**config.mk**
```make
export PLATFORM = sky130hd
export DESIGN_NAME = e3_frame_aligner
export DESIGN_NICKNAME = d
export VERILOG_FILES = /design/src/rtl/e3fa_pkg.sv /design/src/rtl/e3fa_word_detect.sv /design/src/rtl/e3fa_bit_counter.sv /design/src/rtl/e3fa_sync_fsm.sv /design/src/rtl/e3fa_bip_check.sv /design/src/rtl/e3_frame_aligner.sv
export SDC_FILE = /design/constraint.sdc
export NUM_CORES = 1
export LEC_CHECK = 0
export ABC_AREA = 1
export BUFFER_PORTS_ARGS = -buffer_cell sky130_fd_sc_hd__buf_2
export CORE_MARGIN = 2
export CORE_UTILIZATION = 59
export DETAILED_ROUTE_END_ITERATION = 16
export PLACE_DENSITY = 0.79
export SKIP_CTS_REPAIR_TIMING = 1
export SLEW_MARGIN = 0
export SYNTH_ARGS = -nofsm -noshare
export SYNTH_HDL_FRONTEND = slang
export SYNTH_SLANG_ARGS = --single-unit
export TNS_END_PERCENT = 20
```
**constraint.sdc**
```tcl
create_clock -name clk_i -period 2.24 [get_ports clk_i]
set_clock_uncertainty 0.15 [all_clocks]
set_input_delay 0.112 -clock clk_i [delete_from_list [all_inputs] [get_ports clk_i]]
set_output_delay 0.112 -clock clk_i [all_outputs]
set_load 0.005 [all_outputs]
```
**src/rtl/e3fa_pkg.sv**
```systemverilog
package e3fa_pkg;
  typedef enum logic [1:0] {
    ST_SEARCH = 2'd0,
    ST_VERIFY = 2'd1,
    ST_SYNC   = 2'd2
  } fa_state_e;
endpackage

```
**src/rtl/e3fa_word_detect.sv**
```systemverilog
module e3fa_word_detect #(
  parameter int                  WORD_LEN = 10,
  parameter logic [WORD_LEN-1:0] WORD     = 10'b1111010000
) (
  input  logic clk_i,
  input  logic rst_ni,
  input  logic bit_en_i,
  input  logic bit_i,
  output logic match_o
);
  logic [WORD_LEN-1:0] sr_q, sr_next;

  // earliest bit ends up in the MSB
  assign sr_next = {sr_q[WORD_LEN-2:0], bit_i};
  assign match_o = bit_en_i && (sr_next == WORD);

  always_ff @(posedge clk_i or negedge rst_ni) begin
    if (!rst_ni)       sr_q <= '0;
    else if (bit_en_i) sr_q <= sr_next;
  end

  p_hold_no_en_r5: assert property (@(posedge clk_i) disable iff (!rst_ni)
    !bit_en_i |=> $stable(sr_q));
endmodule

```
**src/rtl/e3fa_bit_counter.sv**
```systemverilog
module e3fa_bit_counter #(
  parameter int FRAME_LEN = 1536,
  parameter int POS_W     = $clog2(FRAME_LEN + 1)
) (
  input  logic             clk_i,
  input  logic             rst_ni,
  input  logic             step_i,
  input  logic             load_i,
  input  logic [POS_W-1:0] load_val_i,
  output logic [POS_W-1:0] pos_o
);
  localparam logic [POS_W-1:0] POS_FIRST = POS_W'(1);
  localparam logic [POS_W-1:0] POS_LAST  = POS_W'(FRAME_LEN);

  always_ff @(posedge clk_i or negedge rst_ni) begin
    if (!rst_ni)     pos_o <= POS_FIRST;
    else if (load_i) pos_o <= load_val_i;
    else if (step_i) pos_o <= (pos_o == POS_LAST) ? POS_FIRST : pos_o + POS_FIRST;
  end

  p_pos_range_r7: assert property (@(posedge clk_i) disable iff (!rst_ni)
    pos_o >= POS_FIRST && pos_o <= POS_LAST);
  p_pos_stall_r5: assert property (@(posedge clk_i) disable iff (!rst_ni)
    !step_i && !load_i |=> $stable(pos_o));
endmodule

```
**src/rtl/e3fa_sync_fsm.sv**
```systemverilog
module e3fa_sync_fsm
  import e3fa_pkg::*;
#(
  parameter int LOSS_LIMIT = 4
) (
  input  logic      clk_i,
  input  logic      rst_ni,
  input  logic      bit_en_i,
  input  logic      match_i,
  input  logic      check_i,
  output fa_state_e state_o,
  output logic      load_o
);
  localparam int             CNT_W     = $clog2(LOSS_LIMIT + 1);
  localparam logic [CNT_W-1:0] CNT_ONE = CNT_W'(1);
  localparam logic [CNT_W-1:0] CNT_LIM = CNT_W'(LOSS_LIMIT);

  fa_state_e        state_d;
  logic [CNT_W-1:0] miss_q, miss_d;
  logic             at_check;

  assign at_check = bit_en_i && check_i;
  assign load_o   = (state_o == ST_SEARCH) && match_i;

  always_comb begin
    state_d = state_o;
    miss_d  = miss_q;
    unique case (state_o)
      ST_SEARCH: begin
        miss_d = '0;
        if (match_i) state_d = ST_VERIFY;
      end
      ST_VERIFY: if (at_check) state_d = match_i ? ST_SYNC : ST_SEARCH;
      ST_SYNC: begin
        if (at_check) begin
          if (match_i) miss_d = '0;
          else if (miss_q + CNT_ONE == CNT_LIM) begin
            miss_d  = '0;
            state_d = ST_SEARCH;
          end else miss_d = miss_q + CNT_ONE;
        end
      end
      default: state_d = ST_SEARCH;
    endcase
  end

  always_ff @(posedge clk_i or negedge rst_ni) begin
    if (!rst_ni) begin
      state_o <= ST_SEARCH;
      miss_q  <= '0;
    end else begin
      state_o <= state_d;
      miss_q  <= miss_d;
    end
  end

  p_sync_via_verify_r2: assert property (@(posedge clk_i) disable iff (!rst_ni)
    $rose(state_o == ST_SYNC) |-> $past(state_o) == ST_VERIFY);
  p_verify_exit_r3: assert property (@(posedge clk_i) disable iff (!rst_ni)
    ($past(state_o) == ST_VERIFY && state_o != ST_VERIFY) |-> $past(at_check));
  p_miss_bound_r4: assert property (@(posedge clk_i) disable iff (!rst_ni)
    miss_q < CNT_LIM);
  p_loss_run_r4: assert property (@(posedge clk_i) disable iff (!rst_ni)
    ($past(state_o) == ST_SYNC && state_o == ST_SEARCH) |-> $past(miss_q) == CNT_LIM - CNT_ONE);
  p_state_stall_r5: assert property (@(posedge clk_i) disable iff (!rst_ni)
    !bit_en_i |=> $stable(state_o));
endmodule

```
**src/rtl/e3fa_bip_check.sv**
```systemverilog
module e3fa_bip_check #(
  parameter int FRAME_LEN = 1536,
  parameter int BIP_W     = 4,
  parameter int POS_W     = $clog2(FRAME_LEN + 1)
) (
  input  logic             clk_i,
  input  logic             rst_ni,
  input  logic             bit_en_i,
  input  logic             bit_i,
  input  logic [POS_W-1:0] pos_i,
  input  logic             in_sync_i,
  input  logic             bip_en_i,
  output logic             bip_err_o
);
  // BIP_W must be a power of two dividing FRAME_LEN
  localparam int               LANE_W       = (BIP_W > 1) ? $clog2(BIP_W) : 1;
  localparam logic [POS_W-1:0] POS_FIRST    = POS_W'(1);
  localparam logic [POS_W-1:0] POS_LAST     = POS_W'(FRAME_LEN);
  localparam logic [POS_W-1:0] POS_DATA_END = POS_W'(FRAME_LEN - BIP_W);

  logic [LANE_W-1:0] lane;
  logic [BIP_W-1:0]  lane_hit, lane_bits;
  logic [BIP_W-1:0]  acc_q, ref_q;
  logic              acc_full_q, ref_ok_q, err_q;
  logic              in_data, bit_bad;

  assign lane = LANE_W'(pos_i - POS_FIRST);

  for (genvar k = 0; k < BIP_W; k++) begin : g_lane
    assign lane_hit[k] = (lane == LANE_W'(k));
  end

  assign lane_bits = bit_i ? lane_hit : '0;
  assign in_data   = pos_i <= POS_DATA_END;
  assign bit_bad   = bit_i ^ ref_q[lane];

  always_ff @(posedge clk_i or negedge rst_ni) begin
    if (!rst_ni) begin
      acc_q      <= '0;
      ref_q      <= '0;
      acc_full_q <= 1'b0;
      ref_ok_q   <= 1'b0;
      err_q      <= 1'b0;
      bip_err_o  <= 1'b0;
    end else begin
      bip_err_o <= 1'b0;
      if (!in_sync_i) begin
        acc_full_q <= 1'b0;
        ref_ok_q   <= 1'b0;
        err_q      <= 1'b0;
      end else if (bit_en_i) begin
        if (pos_i == POS_FIRST) begin
          acc_q      <= lane_bits;
          acc_full_q <= 1'b1;
        end else if (in_data) begin
          acc_q <= acc_q ^ lane_bits;
        end
        if (!in_data) begin
          if (pos_i == POS_LAST) begin
            bip_err_o <= bip_en_i && ref_ok_q && (err_q || bit_bad);
            err_q     <= 1'b0;
            ref_q     <= acc_q;
            ref_ok_q  <= acc_full_q;
          end else begin
            err_q <= err_q || bit_bad;
          end
        end
      end
    end
  end

  p_bip_pulse_r8: assert property (@(posedge clk_i) disable iff (!rst_ni)
    bip_err_o |=> !bip_err_o);
  p_bip_at_end_r8: assert property (@(posedge clk_i) disable iff (!rst_ni)
    bip_err_o |-> $past(pos_i) == POS_LAST && $past(in_sync_i));
  p_bip_gated_r9: assert property (@(posedge clk_i) disable iff (!rst_ni)
    bip_err_o |-> $past(bip_en_i));
endmodule

```
**src/rtl/e3_frame_aligner.sv**
```systemverilog
module e3_frame_aligner
  import e3fa_pkg::*;
#(
  parameter int                  FRAME_LEN  = 1536,
  parameter int                  WORD_LEN   = 10,
  parameter logic [WORD_LEN-1:0] WORD       = 10'b1111010000,
  parameter int                  LOSS_LIMIT = 4,
  parameter int                  BIP_W      = 4,
  localparam int                 POS_W      = $clog2(FRAME_LEN + 1)
) (
  input  logic             clk_i,
  input  logic             rst_ni,
  input  logic             bit_en_i,
  input  logic             bit_i,
  input  logic             bip_en_i,
  output logic             in_frame_o,
  output logic [POS_W-1:0] bit_pos_o,
  output logic             payload_valid_o,
  output logic             an_valid_o,
  output logic             a_bit_o,
  output logic             n_bit_o,
  output logic             bip_err_o
);
  localparam logic [POS_W-1:0] POS_CHECK    = POS_W'(WORD_LEN);
  localparam logic [POS_W-1:0] POS_A        = POS_W'(WORD_LEN + 1);
  localparam logic [POS_W-1:0] POS_N        = POS_W'(WORD_LEN + 2);
  localparam logic [POS_W-1:0] POS_PAY      = POS_W'(WORD_LEN + 3);
  localparam logic [POS_W-1:0] POS_DATA_END = POS_W'(FRAME_LEN - BIP_W);

  fa_state_e state;
  logic      match, load, in_sync;

  e3fa_word_detect #(.WORD_LEN(WORD_LEN), .WORD(WORD)) u_detect (
    .clk_i, .rst_ni, .bit_en_i, .bit_i, .match_o(match)
  );

  e3fa_bit_counter #(.FRAME_LEN(FRAME_LEN), .POS_W(POS_W)) u_count (
    .clk_i, .rst_ni, .step_i(bit_en_i), .load_i(load),
    .load_val_i(POS_A), .pos_o(bit_pos_o)
  );

  e3fa_sync_fsm #(.LOSS_LIMIT(LOSS_LIMIT)) u_fsm (
    .clk_i, .rst_ni, .bit_en_i, .match_i(match),
    .check_i(bit_pos_o == POS_CHECK), .state_o(state), .load_o(load)
  );

  e3fa_bip_check #(.FRAME_LEN(FRAME_LEN), .BIP_W(BIP_W), .POS_W(POS_W)) u_bip (
    .clk_i, .rst_ni, .bit_en_i, .bit_i, .pos_i(bit_pos_o),
    .in_sync_i(in_sync), .bip_en_i, .bip_err_o
  );

  assign in_sync    = (state == ST_SYNC);
  assign in_frame_o = in_sync;

  assign payload_valid_o = bit_en_i && in_sync && (bit_pos_o >= POS_PAY) &&
                           (!bip_en_i || bit_pos_o <= POS_DATA_END);

  always_ff @(posedge clk_i or negedge rst_ni) begin
    if (!rst_ni) begin
      an_valid_o <= 1'b0;
      a_bit_o    <= 1'b0;
      n_bit_o    <= 1'b0;
    end else begin
      an_valid_o <= 1'b0;
      if (bit_en_i && in_sync) begin
        if (bit_pos_o == POS_A) a_bit_o <= bit_i;
        if (bit_pos_o == POS_N) begin
          n_bit_o    <= bit_i;
          an_valid_o <= 1'b1;
        end
      end
    end
  end

  p_an_in_sync_r6: assert property (@(posedge clk_i) disable iff (!rst_ni)
    an_valid_o |-> $past(in_frame_o) && $past(bit_pos_o) == POS_N);
  p_an_pulse_r6: assert property (@(posedge clk_i) disable iff (!rst_ni)
    an_valid_o |=> !an_valid_o);
  p_drop_at_check_r4: assert property (@(posedge clk_i) disable iff (!rst_ni)
    $fell(in_frame_o) |-> $past(bit_pos_o) == POS_CHECK);
  p_rise_at_check_r2: assert property (@(posedge clk_i) disable iff (!rst_ni)
    $rose(in_frame_o) |-> $past(bit_pos_o) == POS_CHECK && bit_pos_o == POS_A);
endmodule

```
==> flow_summary.yaml, run 1 <==
outcome:
  status: "finished with violations"
  failed_checks: "negative hold slack"
logic_synthesis:
  synth_edf_count: 0
  synth-warning-count: 0
  synth_cell_type_count: 34
  synth_seq_cells: 40
  post-synth-top-area-cell: "sky130_fd_sc_hd__dfrtp_1"
  yosysSeqAreaShare: 0.418
  yosysTopAreaCellShare: 0.407
  synth_top_cells_by_area: "sky130_fd_sc_hd__dfrtp_1, sky130_fd_sc_hd__nand2_1, sky130_fd_sc_hd__inv_1, sky130_fd_sc_hd__ha_1, sky130_fd_sc_hd__nand3_1"
  syn_nets: 328
  postSynth.asyncResetShare: 1.00
  dominantRegCellSynth: "sky130_fd_sc_hd__dfrtp_1"
  avgSynthCellArea_um2: 7.61
  netlist_instances: 315
  synth_area_um2: 2400
cells_and_area:
  post_route_cells_drive_above_1_share: 0.202
  area_growth_pct: 10.5
  post-route-cell-area_um2: 2650
  finish.net_count: 353
  number_of_antenna_cells_inserted: 0
pwr:
  max-vdd-ir-drop_uv: 523
  p_per_area_nw_per_um2: 810
  leakagePower_nw: 1.36
drt:
  drt_first_iter_violations: 118
  detail_route.vias_per_cell: 5.28
  postRouteAntennaNets: 0
  post_drt_wl_per_cell_um: 13.2
  drtPass1Iterations: 5
  drc_violations: 0
  finalWirelength_mm: 5.15
  vias: 2064
sta:
  timing.max_slew.rel_slack: 0.423
  grt_setup_unrepaired: "no"
  number_of_endpoints_failing_setup_at_the_final_stage: 0
  period_minus_slack_ps: 2050
  fin_worst_hold_slack_ps: -6.50
  finalHoldViolations: 1
  setup-tns-final_ps: 0
  fmax_mhz: 488
  worst_slew_pin_slew_ps: 866
  timing.final.ws_setup_ps: 191
  final.period_utilization: 0.915
  drv_slew: 0
clocking:
  numClockSinks: 40
  cts-buffers-inserted: 5
  clkLatencyLatePin_ps: 300
  htreeDepth: 2
  tritoncts: "yes"
  cts.root.buffer_cell: "sky130_fd_sc_hd__clkbuf_8"
  clkTransAtPathRegs_ps: 80
  clock_tree.buffer_depth: 2
die:
  die_h_um: 67.7
  num_io_pins: 22
  fp.coreArea_um2: 3940
  design.die.area_um2: 4590
  starting_density_of_the_core: 0.608
  num_rows: 23
  die_w_um: 67.7
grt:
  antenna_found_initial: 0
  grt_pass1_wl_mm: 8.69
  global_route.overflow_total: 0
  via_count_of_the_first_global_routing_pass: 1887
  grt_start_max_net_pins: 41
  grt_use_total: 0.258
critical_path:
  timing.critical_path.to_type: "output pin"
  critical_path_peak_fanout: 6
  regToRegStartpoint: "u_count.pos_o[0]"
  cp_data_required_time_ps: 1980
  launching_element_type_of_the_critical_path: "flop"
  worst_r2r_endpoint: "u_count.pos_o[10]"
  worst_setup_path_category: "flop to output pin"
  reg2regPathDepth: 8
  reg2reg_slack_ps: 440
  worstPathArrival_ps: 1790
placed_design:
  placed_cell_area_um2: 2530
  port-buffer-count: 21
  gp_weighted_congestion: 0.954
  hpwl_mm: 3.87
  pre_cts_slack_ps: 318
hold_path:
  hold_class: "primary input to flop"
  worstHoldEndpoint: "u_bip.bip_err_o"
  beginning_of_the_worst_hold_path: "bip_en_i"
  whs_path_depth: 5
flow_run:
  cap_violations: 0
synthesized netlist by cell type (2+ instances only):
| master | number |
|---|---|
| sky130_fd_sc_hd__nor2_2 | 4 |
| sky130_fd_sc_hd__inv_1 | 39 |
| sky130_fd_sc_hd__nand3_1 | 20 |
| sky130_fd_sc_hd__nor3_1 | 7 |
| sky130_fd_sc_hd__nand2_4 | 4 |
| sky130_fd_sc_hd__o21ai_0 | 17 |
| sky130_fd_sc_hd__dfrtp_1 | 39 |
| sky130_fd_sc_hd__o31ai_1 | 2 |
| sky130_fd_sc_hd__ha_1 | 8 |
| sky130_fd_sc_hd__nand3_2 | 3 |
| sky130_fd_sc_hd__nand2_2 | 3 |
| sky130_fd_sc_hd__a21oi_1 | 4 |
| sky130_fd_sc_hd__nand2_1 | 92 |
| sky130_fd_sc_hd__inv_2 | 10 |
| sky130_fd_sc_hd__nor2_1 | 21 |
| sky130_fd_sc_hd__xor2_1 | 6 |
| sky130_fd_sc_hd__o22ai_1 | 3 |
| sky130_fd_sc_hd__o21ai_1 | 5 |
| sky130_fd_sc_hd__nor2_4 | 5 |
| sky130_fd_sc_hd__nand4_1 | 7 |
| sky130_fd_sc_hd__clkbuf_1 | 3 |
worst max-delay path, cell delays in order, from the launching register on:
cell and delay, ps:
sky130_fd_sc_hd__dfstp_2 560, sky130_fd_sc_hd__inv_2 70, sky130_fd_sc_hd__ha_2 200, sky130_fd_sc_hd__inv_1 60
sky130_fd_sc_hd__nor2_2 40, sky130_fd_sc_hd__nand3_1 110, sky130_fd_sc_hd__nand2_2 90, sky130_fd_sc_hd__nor2_2 100
sky130_fd_sc_hd__inv_1 40, sky130_fd_sc_hd__nand3_1 50, sky130_fd_sc_hd__inv_1 40, sky130_fd_sc_hd__buf_2 110
layout by cell type (no fill, tap or decap), types with 6 or more instances in the layout:
cell type                  instances
sky130_fd_sc_hd__buf_2            21
sky130_fd_sc_hd__clkbuf_8          6
sky130_fd_sc_hd__dfrtp_1          38
sky130_fd_sc_hd__ha_1              7
sky130_fd_sc_hd__inv_1            37
sky130_fd_sc_hd__inv_2            12
sky130_fd_sc_hd__nand2_1          92
sky130_fd_sc_hd__nand3_1          20
sky130_fd_sc_hd__nand4_1           7
sky130_fd_sc_hd__nor2_1           21
sky130_fd_sc_hd__nor3_1            7
sky130_fd_sc_hd__o21ai_0          17
sky130_fd_sc_hd__xor2_1            6
through the flow:
stage | total power, mW | std cells | util | hold slack (ps)
2_1_floorplan | 1.43 | 315 | - | -334
3_3_place_gp | 1.62 | 381 | 0.643 | 120
3_5_place_dp | 1.64 | 381 | 0.643 | 129
4_1_cts | 2.13 | 389 | 0.666 | -193
5_1_grt | 2.29 | 391 | 0.672 | 22.9
6_report | 2.15 | 391 | 0.672 | -6.50
where the power goes:
part	switching, mW	internal [mW]	total (mW)	leakage, nW
sequential	0.134	0.816	0.950	0.524
clock	0.253	0.246	0.498	0.0510
combinational	0.452	0.245	0.697	0.784
total	0.839	1.31	2.15	1.36
cell type report:
cell class,instances,area [µm²]
flip-flops and latches,40,1000
clock inverters,2,10.0
inverters,49,184
clock buffers,6,82.6
fillers,331,1290
well taps,50,62.6
repair buffers,24,130
multi-input cells,220,1180
state kept, by name (all words and copies together) (netlist names), 2 cells and up:
signal / count
u_bip.acc_q: 4
u_detect.sr_q: 9
u_fsm.state_o: 2
u_bip.ref_q: 4
u_fsm.miss_q: 3
u_count.pos_o: 11
worst max-delay path by stage:
stage | from | endpoint | slack [ps] | cells after the start
4_1_cts | u_count.pos_o[0] | payload_valid_o | -30 | 11
3_5_place_dp | u_count.pos_o[0] | payload_valid_o | 320 | 11
5_1_grt | u_count.pos_o[1] | payload_valid_o | 40 | 11
3_3_place_gp | u_count.pos_o[0] | payload_valid_o | 380 | 11
2_1_floorplan | u_count.pos_o[0] | u_bip.err_q | 510 | 8
6_report | u_count.pos_o[0] | payload_valid_o | 190 | 11
routing by layer:
layer / vias up / track usage / wire (µm)
li1: 1039 / - / -
met1: 976 / 0.338 / 2390
met2: 41 / 0.426 / 2480
met3: 8 / 0.0500 / 194
met4: 0 / 0.0893 / 84
met5: - / 0 / 0
cells by family after synthesis:
| family | Yosys count | share of synthesized area |
|---|---|---|
| AOI/OAI and AO/OA | 36 | 0.0851 |
| adders and majority gates | 8 | 0.0418 |
| and+or+nand+nor | 169 | 0.337 |
| DFF | 40 | 0.418 |
| buffers and inverters | 55 | 0.0924 |
| xor gates and xnor gates | 7 | 0.0256 |
Note: power is estimated with default switching activity, not from simulation.
==> inputs of run 2 (changes only) <==
--- a/config.mk
+++ b/config.mk
@@ -11,6 +11,7 @@
 export CORE_UTILIZATION = 59
 export DETAILED_ROUTE_END_ITERATION = 16
 export PLACE_DENSITY = 0.79
+export REMOVE_ABC_BUFFERS = 1
 export SKIP_CTS_REPAIR_TIMING = 1
 export SLEW_MARGIN = 0
 export SYNTH_ARGS = -nofsm -noshare
==> flow_summary.yaml, run 2 (synthesis gave the netlist of run 1 again) <==
critical_path:
  worstPathArrival_ps: 1830
  worst_setup_path_category: "flop to output pin"
  cp_slowest_stage_delay_ps: 600
  timing.critical_path.to_type: "output pin"
  cp.buffers_inverters: 5
  critical_path_peak_fanout: 7
  timing.critical_path.from: "u_count.pos_o[0]"
  timing.critical_path.cells: "inv_2 > ha_2 > inv_1 > nor2_2 > nand3_2 > nand2_2 > nor2_2 > inv_1 > nand3_1 > inv_1 > buf_2"
  cp_data_required_time_ps: 1980
  regToRegStartpoint: "u_count.pos_o[1]"
  critical_path.most_common_cell: "sky130_fd_sc_hd__inv_1"
  slowest_stage: "sky130_fd_sc_hd__dfstp_2"
  path_delay_family: "flip-flops"
  launching_element_type_of_the_critical_path: "flop"
drt:
  vias: 2059
  drtPass1Iterations: 4
  finalWirelength_mm: 5.08
  drc_violations: 0
  postRouteAntennaNets: 0
  post_drt_wl_per_cell_um: 12.9
  detail_route.vias_per_cell: 5.23
  drt_first_iter_violations: 150
sta:
  fin_worst_hold_slack_ps: 4.50
  final.period_utilization: 0.935
  worst_slew_pin_slew_ps: 856
  fmax_mhz: 478
  period_minus_slack_ps: 2090
  setup-tns-final_ps: 0
  timing.max_slew.rel_slack: 0.429
  number_of_endpoints_failing_setup_at_the_final_stage: 0
  timing.final.ws_setup_ps: 146
  drv_slew: 0
  finalHoldViolations: 0
clocking:
  clock_tree.buffer_depth: 2
  cts-buffers-inserted: 5
  htreeDepth: 2
  tritoncts: "yes"
  cts.root.buffer_cell: "sky130_fd_sc_hd__clkbuf_8"
  clkTransAtPathRegs_ps: 80
  clkLatencyLatePin_ps: 300
  numClockSinks: 40
grt:
  grt_start_max_net_pins: 41
  via_count_of_the_first_global_routing_pass: 1891
  grt_pass1_wl_mm: 8.24
  grt_use_total: 0.240
  antenna_found_initial: 0
  global_route.overflow_total: 0
cells_and_area:
  number_of_antenna_cells_inserted: 0
  largest_reg_flops: 11
  registers.top_by_ff_count: "u_count.pos_o"
  postLayoutCoreUtil: 0.679
  nFillCells: 341
  leading_cell_type_in_the_layout_fill_and_taps_excluded: "sky130_fd_sc_hd__nand2_1"
  finish.net_count: 356
  post-route-cell-area_um2: 2680
  commonest_cells_after_routing_fill_and_taps_aside: "sky130_fd_sc_hd__nand2_1, sky130_fd_sc_hd__inv_1, sky130_fd_sc_hd__dfrtp_1"
  final_cell_count_no_fill: 394
  area_growth_pct: 11.7
  post_route_cells_drive_above_1_share: 0.206
  reg.largest.list: "u_count.pos_o: 11 flops, u_detect.sr_q: 9 flops"
die:
  num_rows: 23
  fp.coreArea_um2: 3940
  design.die.area_um2: 4590
  starting_density_of_the_core: 0.608
  die_w_um: 67.7
  die_h_um: 67.7
  num_io_pins: 22
pwr:
  p_per_area_nw_per_um2: 804
  max-vdd-ir-drop_uv: 359
  finalPower_mw: 2.15
  leakagePower_nw: 1.37
placed_design:
  pre_cts_slack_ps: 272
  gp_weighted_congestion: 0.948
  hpwl_mm: 3.83
  port-buffer-count: 21
  place.detailed.instances: 381
  placed_cell_area_um2: 2530
hold_path:
  beginning_of_the_worst_hold_path: "bit_i"
  hold_class: "primary input to flop"
outcome:
  status: "finished clean"
flow_run:
  cap_violations: 0
==> run 2: changes by cell type in the layout (fill, tap and decap cells not counted), sizes merged <==
cell,change
dlygate4sd3,+1
buf,+2
==> run 2: worst min-delay path, stage by stage <==
cell and delay, ps:
sky130_fd_sc_hd__buf_2 160, sky130_fd_sc_hd__nand2_1 70, sky130_fd_sc_hd__o21ai_0 70
==> run 2: path summary, 6_finish.rpt <==
kind                       slack (ps)               end  cells past startpoint
setup / recovery                  150   payload_valid_o                     11
max in group asynchronous        1040  u_count.pos_o[1]                      2
hold / removal                      5  u_detect.sr_q[0]                      3
hold reg to reg                   330    u_bip.acc_q[3]                      2
min in group asynchronous         300  u_count.pos_o[5]                      2
setup reg to reg                  390    u_bip.ref_q[3]                      9
==> run 2: metal layers <==
metal	vias to the layer above	global-route usage	part of all wire
li1	1059	-	-
met1	938	0.329	0.49
met3	9	0.0533	0.049
met2	53	0.366	0.45
met4	0	0.0944	0.015
met5	-	0	0
==> run 2: power breakdown <==
group,internal (mW),switching [mW]
Combinational,0.253,0.453
Sequential,0.816,0.129
Clock,0.246,0.256
==> run 2: final cells by class <==
| cell class | instances | area, µm² | share of cell area |
|---|---|---|---|
| clock buffers | 6 | 82.6 | 0.0308 |
| clock inverters | 2 | 10.0 | 0.00374 |
| inverters | 49 | 184 | 0.0687 |
| multi-input cells | 220 | 1180 | 0.441 |
| flip-flops and latches | 40 | 1000 | 0.375 |
| well taps | 50 | 62.6 | 0.0234 |
| repair buffers | 27 | 155 | 0.0579 |
